File: src/rtl/ac_pkg.sv
package ac_pkg;

   localparam int AC_BYTE_W     = 8;
   localparam int AC_NUM_STATES = 9;
   localparam int AC_NUM_PATS   = 4;
   localparam int AC_NUM_EDGES  = 8;
   localparam int AC_MAX_DEPTH  = 3;
   localparam int AC_STATE_W    = $clog2(AC_NUM_STATES);

   typedef logic [AC_STATE_W-1:0]  ac_state_t;
   typedef logic [AC_BYTE_W-1:0]   ac_byte_t;
   typedef logic [AC_NUM_PATS-1:0] ac_pvec_t;

   localparam ac_state_t AC_ROOT = '0;

   typedef struct packed {
      ac_state_t src;
      ac_byte_t  sym;
      ac_state_t dst;
   } ac_edge_t;

   // trie states: 0 idle, 1 "h", 2 "he", 3 "hi", 4 "his", 5 "her",
   // 6 "s", 7 "sh", 8 "she"
   function automatic ac_edge_t ac_edge(input int idx);
      ac_edge_t e;
      e = '{src: AC_ROOT, sym: '0, dst: AC_ROOT};
      case (idx)
         0: e = '{src: ac_state_t'(0), sym: 8'h68, dst: ac_state_t'(1)};
         1: e = '{src: ac_state_t'(1), sym: 8'h65, dst: ac_state_t'(2)};
         2: e = '{src: ac_state_t'(1), sym: 8'h69, dst: ac_state_t'(3)};
         3: e = '{src: ac_state_t'(3), sym: 8'h73, dst: ac_state_t'(4)};
         4: e = '{src: ac_state_t'(2), sym: 8'h72, dst: ac_state_t'(5)};
         5: e = '{src: ac_state_t'(0), sym: 8'h73, dst: ac_state_t'(6)};
         6: e = '{src: ac_state_t'(6), sym: 8'h68, dst: ac_state_t'(7)};
         7: e = '{src: ac_state_t'(7), sym: 8'h65, dst: ac_state_t'(8)};
         default: e = '{src: AC_ROOT, sym: '0, dst: AC_ROOT};
      endcase
      return e;
   endfunction

   // fallback link: longest proper suffix that is also a trie prefix
   function automatic ac_state_t ac_fail(input ac_state_t s);
      ac_state_t f;
      case (s)
         ac_state_t'(4): f = ac_state_t'(6);
         ac_state_t'(7): f = ac_state_t'(1);
         ac_state_t'(8): f = ac_state_t'(2);
         default:        f = AC_ROOT;
      endcase
      return f;
   endfunction

   // keyword ending exactly at a state (bit0 he, bit1 she, bit2 his, bit3 her)
   function automatic ac_pvec_t ac_own(input ac_state_t s);
      ac_pvec_t v;
      case (s)
         ac_state_t'(2): v = 4'b0001;
         ac_state_t'(8): v = 4'b0010;
         ac_state_t'(4): v = 4'b0100;
         ac_state_t'(5): v = 4'b1000;
         default:        v = '0;
      endcase
      return v;
   endfunction

endpackage

File: src/rtl/ac_goto.sv
module ac_goto
   import ac_pkg::*;
#(
   parameter int NUM_EDGES = AC_NUM_EDGES
) (
   input  ac_state_t state_i,
   input  ac_byte_t  sym_i,
   output logic      hit_o,
   output ac_state_t dst_o
);

   if (NUM_EDGES < 1 || NUM_EDGES > AC_NUM_EDGES) begin : g_bad_edges
      $error("ac_goto: NUM_EDGES out of range");
   end

   logic [NUM_EDGES-1:0] edge_hit;
   ac_state_t            edge_dst [NUM_EDGES];

   for (genvar e = 0; e < NUM_EDGES; e++) begin : g_edge
      localparam ac_edge_t ED = ac_edge(e);
      assign edge_hit[e] = (state_i == ED.src) && (sym_i == ED.sym);
      assign edge_dst[e] = ED.dst;
   end

   always_comb begin
      dst_o = AC_ROOT;
      for (int e = 0; e < NUM_EDGES; e++) begin
         if (edge_hit[e]) dst_o = edge_dst[e];
      end
   end

   assign hit_o = |edge_hit;

endmodule

File: src/rtl/ac_next_state.sv
module ac_next_state
   import ac_pkg::*;
#(
   parameter int DEPTH = AC_MAX_DEPTH
) (
   input  ac_state_t cur_i,
   input  ac_byte_t  sym_i,
   output ac_state_t nxt_o
);

   localparam int PROBES = DEPTH + 1;

   if (DEPTH < AC_MAX_DEPTH) begin : g_bad_depth
      $error("ac_next_state: DEPTH shorter than the deepest keyword");
   end

   ac_state_t         probe [PROBES];
   logic [PROBES-1:0] hit;
   ac_state_t         dst   [PROBES];

   always_comb begin
      probe[0] = cur_i;
      for (int k = 1; k < PROBES; k++) begin
         probe[k] = ac_fail(probe[k-1]);
      end
   end

   for (genvar k = 0; k < PROBES; k++) begin : g_probe
      ac_goto #(.NUM_EDGES(AC_NUM_EDGES)) u_goto (
         .state_i (probe[k]),
         .sym_i   (sym_i),
         .hit_o   (hit[k]),
         .dst_o   (dst[k])
      );
   end

   // the shallowest fallback level that has an edge wins; none means idle
   always_comb begin
      nxt_o = AC_ROOT;
      for (int k = PROBES - 1; k >= 0; k--) begin
         if (hit[k]) nxt_o = dst[k];
      end
   end

endmodule

File: src/rtl/ac_report.sv
module ac_report
   import ac_pkg::*;
#(
   parameter int DEPTH = AC_MAX_DEPTH
) (
   input  ac_state_t state_i,
   output ac_pvec_t  hits_o
);

   ac_state_t walk;

   // a state reports its own keyword and every keyword on its fallback chain
   always_comb begin
      walk   = state_i;
      hits_o = '0;
      for (int k = 0; k <= DEPTH; k++) begin
         hits_o = hits_o | ac_own(walk);
         walk   = ac_fail(walk);
      end
   end

endmodule

File: src/rtl/ac_matcher.sv
module ac_matcher
   import ac_pkg::*;
#(
   parameter int NUM_PATS   = AC_NUM_PATS,
   parameter int BYTE_W     = AC_BYTE_W,
   parameter bit REG_LOOKUP = 1'b0
) (
   input  logic                clk,
   input  logic                rst_n,
   input  logic                sop_i,
   input  logic                byte_valid_i,
   input  logic [BYTE_W-1:0]   byte_i,
   output logic                byte_ready_o,
   output logic                match_o,
   output logic [NUM_PATS-1:0] match_vec_o
);

   localparam int DEPTH = AC_MAX_DEPTH;

   if (NUM_PATS != AC_NUM_PATS) begin : g_bad_pats
      $error("ac_matcher: NUM_PATS must equal the table keyword count");
   end
   if (BYTE_W != AC_BYTE_W) begin : g_bad_byte
      $error("ac_matcher: BYTE_W must equal the table symbol width");
   end

   ac_state_t state_q;
   ac_state_t step_from;
   ac_state_t step_next;
   ac_byte_t  step_sym;
   logic      step_en;
   logic      sop_take;
   ac_pvec_t  step_hits;
   ac_pvec_t  vec_q;

   if (!REG_LOOKUP) begin : g_comb
      assign byte_ready_o = 1'b1;
      assign step_en      = byte_valid_i;
      assign step_sym     = byte_i;
      assign step_from    = sop_i ? AC_ROOT : state_q;
   end else begin : g_reg
      logic     busy_q;
      logic     sop_q;
      ac_byte_t sym_q;

      always_ff @(posedge clk) begin
         if (!rst_n) begin
            busy_q <= 1'b0;
            sop_q  <= 1'b0;
            sym_q  <= '0;
         end else begin
            busy_q <= byte_valid_i && !busy_q;
            if (byte_valid_i && !busy_q) begin
               sym_q <= byte_i;
               sop_q <= sop_i;
            end
         end
      end

      assign byte_ready_o = !busy_q;
      assign step_en      = busy_q;
      assign step_sym     = sym_q;
      assign step_from    = sop_q ? AC_ROOT : state_q;
   end

   assign sop_take = sop_i && byte_ready_o;

   ac_next_state #(.DEPTH(DEPTH)) u_next (
      .cur_i (step_from),
      .sym_i (step_sym),
      .nxt_o (step_next)
   );

   ac_report #(.DEPTH(DEPTH)) u_report (
      .state_i (step_next),
      .hits_o  (step_hits)
   );

   always_ff @(posedge clk) begin
      if (!rst_n) begin
         state_q <= AC_ROOT;
         vec_q   <= '0;
      end else begin
         vec_q <= step_en ? step_hits : '0;
         if (step_en) begin
            state_q <= step_next;
         end else if (sop_take) begin
            state_q <= AC_ROOT;
         end
      end
   end

   assign match_vec_o = vec_q;
   assign match_o     = |vec_q;

endmodule

File: config.mk
export PLATFORM = sky130hd
export DESIGN_NAME = ac_matcher
export DESIGN_NICKNAME = d
export VERILOG_FILES = /design/src/rtl/ac_pkg.sv /design/src/rtl/ac_goto.sv /design/src/rtl/ac_next_state.sv /design/src/rtl/ac_report.sv /design/src/rtl/ac_matcher.sv
export SDC_FILE = /design/constraint.sdc
export NUM_CORES = 1
export LEC_CHECK = 0
export ABC_CLOCK_PERIOD_IN_PS = 4360
export BUFFER_PORTS_ARGS = -buffer_cell sky130_fd_sc_hd__buf_4
export CAP_MARGIN = 40
export CELL_PAD_IN_SITES_DETAIL_PLACEMENT = 1
export CELL_PAD_IN_SITES_GLOBAL_PLACEMENT = 1
export CORE_MARGIN = 2
export CORE_UTILIZATION = 40
export CTS_CLUSTER_DIAMETER = 120
export CTS_CLUSTER_SIZE = 14
export DETAILED_ROUTE_END_ITERATION = 6
export PLACE_DENSITY = 0.9
export SLEW_MARGIN = 15
export SYNTH_ARGS = -nofsm -noshare
export SYNTH_HDL_FRONTEND = slang
export SYNTH_SLANG_ARGS = --single-unit
File: constraint.sdc
create_clock -name clk -period 4.36 [get_ports clk]
set_clock_uncertainty 0.15 [all_clocks]
set_input_delay 0.872 -clock clk [delete_from_list [all_inputs] [get_ports clk]]
set_output_delay 0.872 -clock clk [all_outputs]
set_load 0.03 [all_outputs]
==> results of run 1 <==
per-layer routing:
metal  routed length [um]  vias up
li1                     -      385
met1                  957      397
met2                 1130       30
met3                  136        0
met4                    0        0
met5                    0        -
cells by family (layout without fill, tap and decap cells):
group / after synthesis / after routing / synth area share, %
buffers and inverters: 11 / 21 / 6.89
AOI/OAI and AO/OA: 25 / 25 / 28.7
and+or+nand+nor: 47 / 47 / 40.7
other: 1 / 1 / 0.491
DFF: 8 / 8 / 21.0
xor gates and xnor gates: 2 / 2 / 2.30
metrics by stage:
step	util [%]	total power [mW]	area (um2)	hold WS [ps]	setup slack [ps]
after global placement	49.3	0.113	870	547	1480
after detailed placement	49.3	0.114	870	577	1410
after CTS	50.6	0.170	892	592	1670
after global routing	50.6	0.180	892	642	1570
final	50.6	0.168	892	601	1650
after floorplan	-	0.101	763	567	1570
flip-flops by register name, summed over array words and instances (netlist names):
register     count
state_q          4
match_vec_o      4
Yosys cell counts (3+ instances only):
cell / count / area share [%]
o21ai_0: 5 / 3.3
a31oi_1: 5 / 4.1
nor2_1: 8 / 3.9
nor4b_1: 3 / 3.4
nor2b_1: 5 / 4.1
dfxtp_1: 8 / 21
nor3_1: 3 / 2.0
clkbuf_1: 7 / 3.4
nand2_1: 6 / 3.0
where the power goes:
group	internal, mW	total, mW	switching [mW]
registers	0.0741	0.0763	0.00218
clock network	0.0314	0.0551	0.0237
logic	0.0162	0.0370	0.0208
total	0.122	0.168	0.0467
path summary, 6_finish.rpt:
path | startpoint | endpoint | slack, ps
setup / recovery | sop_i | match_vec_o[3] | 1650
hold / removal | state_q[3] | state_q[3] | 600
setup reg to reg | state_q[1] | match_vec_o[3] | 2030
hold reg to reg | state_q[3] | state_q[3] | 600
tightest hold or removal path: cells and delay by family, from the launching register on:
kind	cells	cell delay, ps
DFF	1	430
AOI/OAI and AO/OA	1	210
and+or+nand+nor	1	60
final cells by class:
| cell class | instances | area share, % |
|---|---|---|
| sequential | 8 | 18.0 |
| timing repair buffer | 16 | 13.5 |
| inverter | 2 | 0.842 |
| tap | 25 | 3.51 |
| clock buffer | 3 | 2.52 |
| multi-input combinational | 75 | 61.7 |
==> metrics, run 1 <==
die height 47.7 um; Resized Gates After CTS 0; Distinct cells, synth about 40; f_max about 370 MHz; setup TNS 0 ps; number of synthesized flops with an enable pin 0; DIE AREA roughly 2300 um2; clock transition at the registers of the reported paths approximately 50 ps; Worst path max stage delay 570 ps; DRT Pass-1 Iters 4; commonest non-fill, non-tap cells in the layout buf_4, nor2_1, dfxtp_1; status finished clean; ratio of cells with drive above 1 in the final layout 25.0%; HPWL Detailed roughly 1.7 mm; filler instances 230; Global Route Usage Sum 21.8%; grt peak-use layer met2; DRC 0; Yosys Warn Count 0; initial antenna violation count 0; commonest non-fill, non-tap cell in the layout buf_4; IO Count 18; hold-critical path depth 2; Buf/Inv on CP 1; Max H-tree Level 1; CTS sink count 8; actual slew at the worst max-slew pin approximately 530 ps; cell depth of the worst setup path 6; synthesized area ~760 um2; type of origin of the critical path input port; IO buf count 16; met1 usage between 20% and 30%; Starting DRT DRC Count 39; Gate Count Post-Synth 94; post-DR wirelength/cell about 17 um; largest net degree at the start of global routing 14; Final Max Tran Viols 0; vias in the first global route roughly 750; Max VDD drop 0.172 mV; period utilization 62.1%; syn avg cell area slightly above 8 um2; met2 usage 37.3%; kind of critical path input port to flop; Final #Nets about 120; drt total wl about 2.2 mm; Worst R2R Path Depth 5; total clock buffers created by CTS 3; Post-DRT Antenna Nets 0; PD cells about 190 nW/um2; routed vias/inst 6.29; footprint of the multi-input gates roughly 550 um2; Mapped Nets around 110; Critical Path AT 2710 ps; postcts setup bufs 0; GP Congestion approximately 0.88; cell at the root of the clock tree clkbuf_4; cell family with most CP delay simple AND/OR/NAND/NOR gates; Site Rows 15; TritonCTS clock tree yes; Post-CTS Hold Buffers 0; Fin. Hold Viols 0; critical path fanouts, max 13; Via Count just over 800; final antenna diode count 0; # setup viols final 0; CP max stage cell or4_4; Layout Cells excl Fill 129; Die Span X around 48 um; Clock Path Buffers 2; met3 usage approximately 5.7%; worst-skew pair later-pin latency between 200 and 300 ps; Main synth FF type dfxtp_1; Core Box Area 1760 um2; MaxCap Viol Count 0; Cells after DPL 126; synthesized flop and latch total 8; CP cell instances buf_4, or4_4, a2111oi_4, a211oi_1, or3_4, a2111oi_4; worst path required time ~4400 ps; Layout area overhead 16.9%; RSZ-0062 raised after global routing no; Worst setup EP type flop; Worst Hold Class flop to flop; first-pass GRT wire length between 3 and 4 mm; Static Leak 0.314 nW; asr flop ratio synth 0%; sequential area share after synthesis between 20% and 30%; register area 160 um2; Max-slew headroom between 60% and 70%; minimum clock period about 2700 ps; initial core utilization between 40% and 50%; grt ovf 0; most used cell, CP a2111oi_4
No activity file was read; power rests on OpenSTA's default activity.
==> inputs of run 2 (changes only) <==
--- a/config.mk
+++ b/config.mk
@@ -5,17 +5,17 @@
 export SDC_FILE = /design/constraint.sdc
 export NUM_CORES = 1
 export LEC_CHECK = 0
-export ABC_CLOCK_PERIOD_IN_PS = 4360
+export ABC_CLOCK_PERIOD_IN_PS = 2560
 export BUFFER_PORTS_ARGS = -buffer_cell sky130_fd_sc_hd__buf_4
 export CAP_MARGIN = 40
 export CELL_PAD_IN_SITES_DETAIL_PLACEMENT = 1
 export CELL_PAD_IN_SITES_GLOBAL_PLACEMENT = 1
 export CORE_MARGIN = 2
-export CORE_UTILIZATION = 40
+export CORE_UTILIZATION = 38
 export CTS_CLUSTER_DIAMETER = 120
 export CTS_CLUSTER_SIZE = 14
 export DETAILED_ROUTE_END_ITERATION = 6
-export PLACE_DENSITY = 0.9
+export PLACE_DENSITY = 0.87
 export SLEW_MARGIN = 15
 export SYNTH_ARGS = -nofsm -noshare
 export SYNTH_HDL_FRONTEND = slang
==> constraint.sdc (replaced) <==
create_clock -name clk -period 2.56 [get_ports clk]
set_clock_uncertainty 0.15 [all_clocks]
set_input_delay 0.512 -clock clk [delete_from_list [all_inputs] [get_ports clk]]
set_output_delay 0.512 -clock clk [all_outputs]
set_load 0.03 [all_outputs]
==> run 2 against run 1 <==
  * Flip-flop and latch count stayed put
  * Die area rose by 4.8%
  * Non-clock buffer count rose by 3
  * Sequential power rose by 70%
  * Combinational power rose by 80%
  * Global-route usage rose by 0.41 points
  * Routed wire length up 4.0%
  * Critical path type is now flop to flop
  * Critical endpoint unchanged
  * Largest power group unchanged
==> metrics, run 2 (synthesis results as in run 1) <==
status finished clean (unchanged); Die Span X 48.8 um (was 47.7 um); total clock buffers created by CTS 3 (unchanged); ratio of cells with drive above 1 in the final layout 27.1% (was 25.0%); PD cells 323 nW/um2 (was 189 nW/um2); worst path required time 2570 ps (was 4360 ps); CTS sink count 8 (unchanged); Max-slew headroom 54.6% (was 64.3%); Max H-tree Level 1 (unchanged); grt ovf 0 (unchanged); final antenna diode count 0 (unchanged); DIE AREA 2380 um2 (was 2270 um2); largest net degree at the start of global routing 13 (was 14); postcts setup bufs 0 (unchanged); final worst slack 217 ps (was 1650 ps); Worst R2R Setup Slack 220 ps (was 2030 ps); commonest non-fill, non-tap cell in the layout buf_4 (unchanged); Final Max Tran Viols 0 (unchanged); drt total wl 2.32 mm (was 2.23 mm); actual slew at the worst max-slew pin 674 ps (was 530 ps); worst-skew pair later-pin latency 260 ps (was 250 ps); Worst R2R Path Depth 5 (unchanged); vias in the first global route 875 (was 751); post-DR wirelength/cell 17.3 um (about the same); Worst R2R End match_vec_o[3] (unchanged); critical path fanouts, max 9 (was 13); first-pass GRT wire length 4.10 mm (was 3.48 mm); Resized Gates After CTS 0 (unchanged); DRT Pass-1 Iters 4 (unchanged); initial antenna violation count 0 (unchanged); initial core utilization 39.7% (was 43.3%); Final #Nets 121 (was 118); Worst Hold Launch rst_n (was state_q[3]); R2R Path Start state_q[1] (unchanged); Post-CTS Hold Buffers 0 (unchanged); Starting DRT DRC Count 6 (was 39); setup TNS 0 ps (unchanged); Static Leak 0.329 nW (was 0.314 nW); # setup viols final 0 (unchanged); clock transition at the registers of the reported paths 60 ps (was 50 ps); HPWL Detailed 1.82 mm (was 1.75 mm); minimum clock period 2340 ps; Worst Hold Path EP state_q[3] (unchanged); Clock Path Buffers 2 (unchanged); Global Route Usage Sum 22.2% (was 21.8%); Core Box Area 1920 um2 (was 1760 um2); Fin. Hold Viols 0 (unchanged); IO Count 18 (unchanged); MaxCap Viol Count 0 (unchanged); pre-CTS setup slack 8.18 ps (was 1410 ps); Via Count 820 (was 812); TritonCTS clock tree yes (unchanged); Post-DRT Antenna Nets 0 (unchanged); IO buf count 16 (unchanged); period utilization around nine tenths; Critical Path AT 2360 ps (was 2710 ps); RSZ-0062 raised after global routing no (unchanged); routed vias/inst 6.12 (was 6.29); filler instances 247 (was 230); kind of critical path flop to flop (was input port to flop); GP Congestion 0.818 (was 0.879); commonest non-fill, non-tap cells in the layout buf_4, nor2_1, dfxtp_1 (unchanged); Layout area overhead 20.2% (was 16.9%); Worst Hold Class input port to flop (was flop to flop); Site Rows 16 (was 15); hold-critical path depth 2 (unchanged); cell at the root of the clock tree clkbuf_4 (unchanged); DRC 0 (unchanged); f_max 427 MHz; type of origin of the critical path flop (was input port); die height 48.8 um (was 47.7 um); Max VDD drop 0.135 mV (was 0.172 mV); Worst setup EP type flop (unchanged)
==> run 2: per-stage QoR <==
stage / power [mW] / cell area, um2 / hold slack, ps / util, % / instances
after floorplan: 0.172 / 763 / 490 / - / 94
final: 0.296 / 917 / 356 / 47.7 / 134
after global placement: 0.195 / 895 / 578 / 46.5 / 131
after CTS: 0.297 / 917 / 358 / 47.7 / 134
after global routing: 0.316 / 917 / 355 / 47.7 / 134
after detailed placement: 0.198 / 895 / 587 / 46.5 / 131
==> run 2: worst max-delay path by stage <==
stage               startpoint             end  slack (ps)  cells past startpoint
finish              state_q[1]  match_vec_o[3]         220                      5
global route        state_q[1]  match_vec_o[3]         130                      5
CTS                 state_q[1]  match_vec_o[3]         220                      5
detailed placement       sop_i  match_vec_o[3]           8                      6
global placement         sop_i  match_vec_o[3]          80                      6
floorplan            byte_i[2]  match_vec_o[3]         130                      6
==> run 2: area by class of cell <==
class                           instances  area, um2  share of cell area (%)
Clock buffer                            3       22.5                    2.46
Inverter                                2       7.51                   0.819
Multi-Input combinational cell         75        551                    60.0
Sequential cell                         8        160                    17.5
Tap cell                               27       33.8                    3.68
Timing Repair Buffer                   19        143                    15.6
==> run 2: per-layer routing <==
layer	track usage, %	routed length [um]	vias to the layer above
met5	0	0	-
met4	10.0	40	0
met3	3.37	69	5
met2	39.0	1180	18
met1	26.4	1030	402
li1	-	-	395
==> run 2: where the power goes <==
part           leakage, nW  total (mW)  internal [mW]  switching (mW)
registers           0.0648       0.130          0.126         0.00364
logic                0.250      0.0666         0.0305          0.0361
clock network       0.0138       0.100         0.0539          0.0462
total                0.329       0.296          0.210          0.0860
==> run 2: worst max-delay path, cell delays in order (launching register included) <==
cell,delay (ps)
dfxtp_1,390
or4_4,570
a2111oi_4,350
a211oi_1,90
or3_4,410
a2111oi_4,290
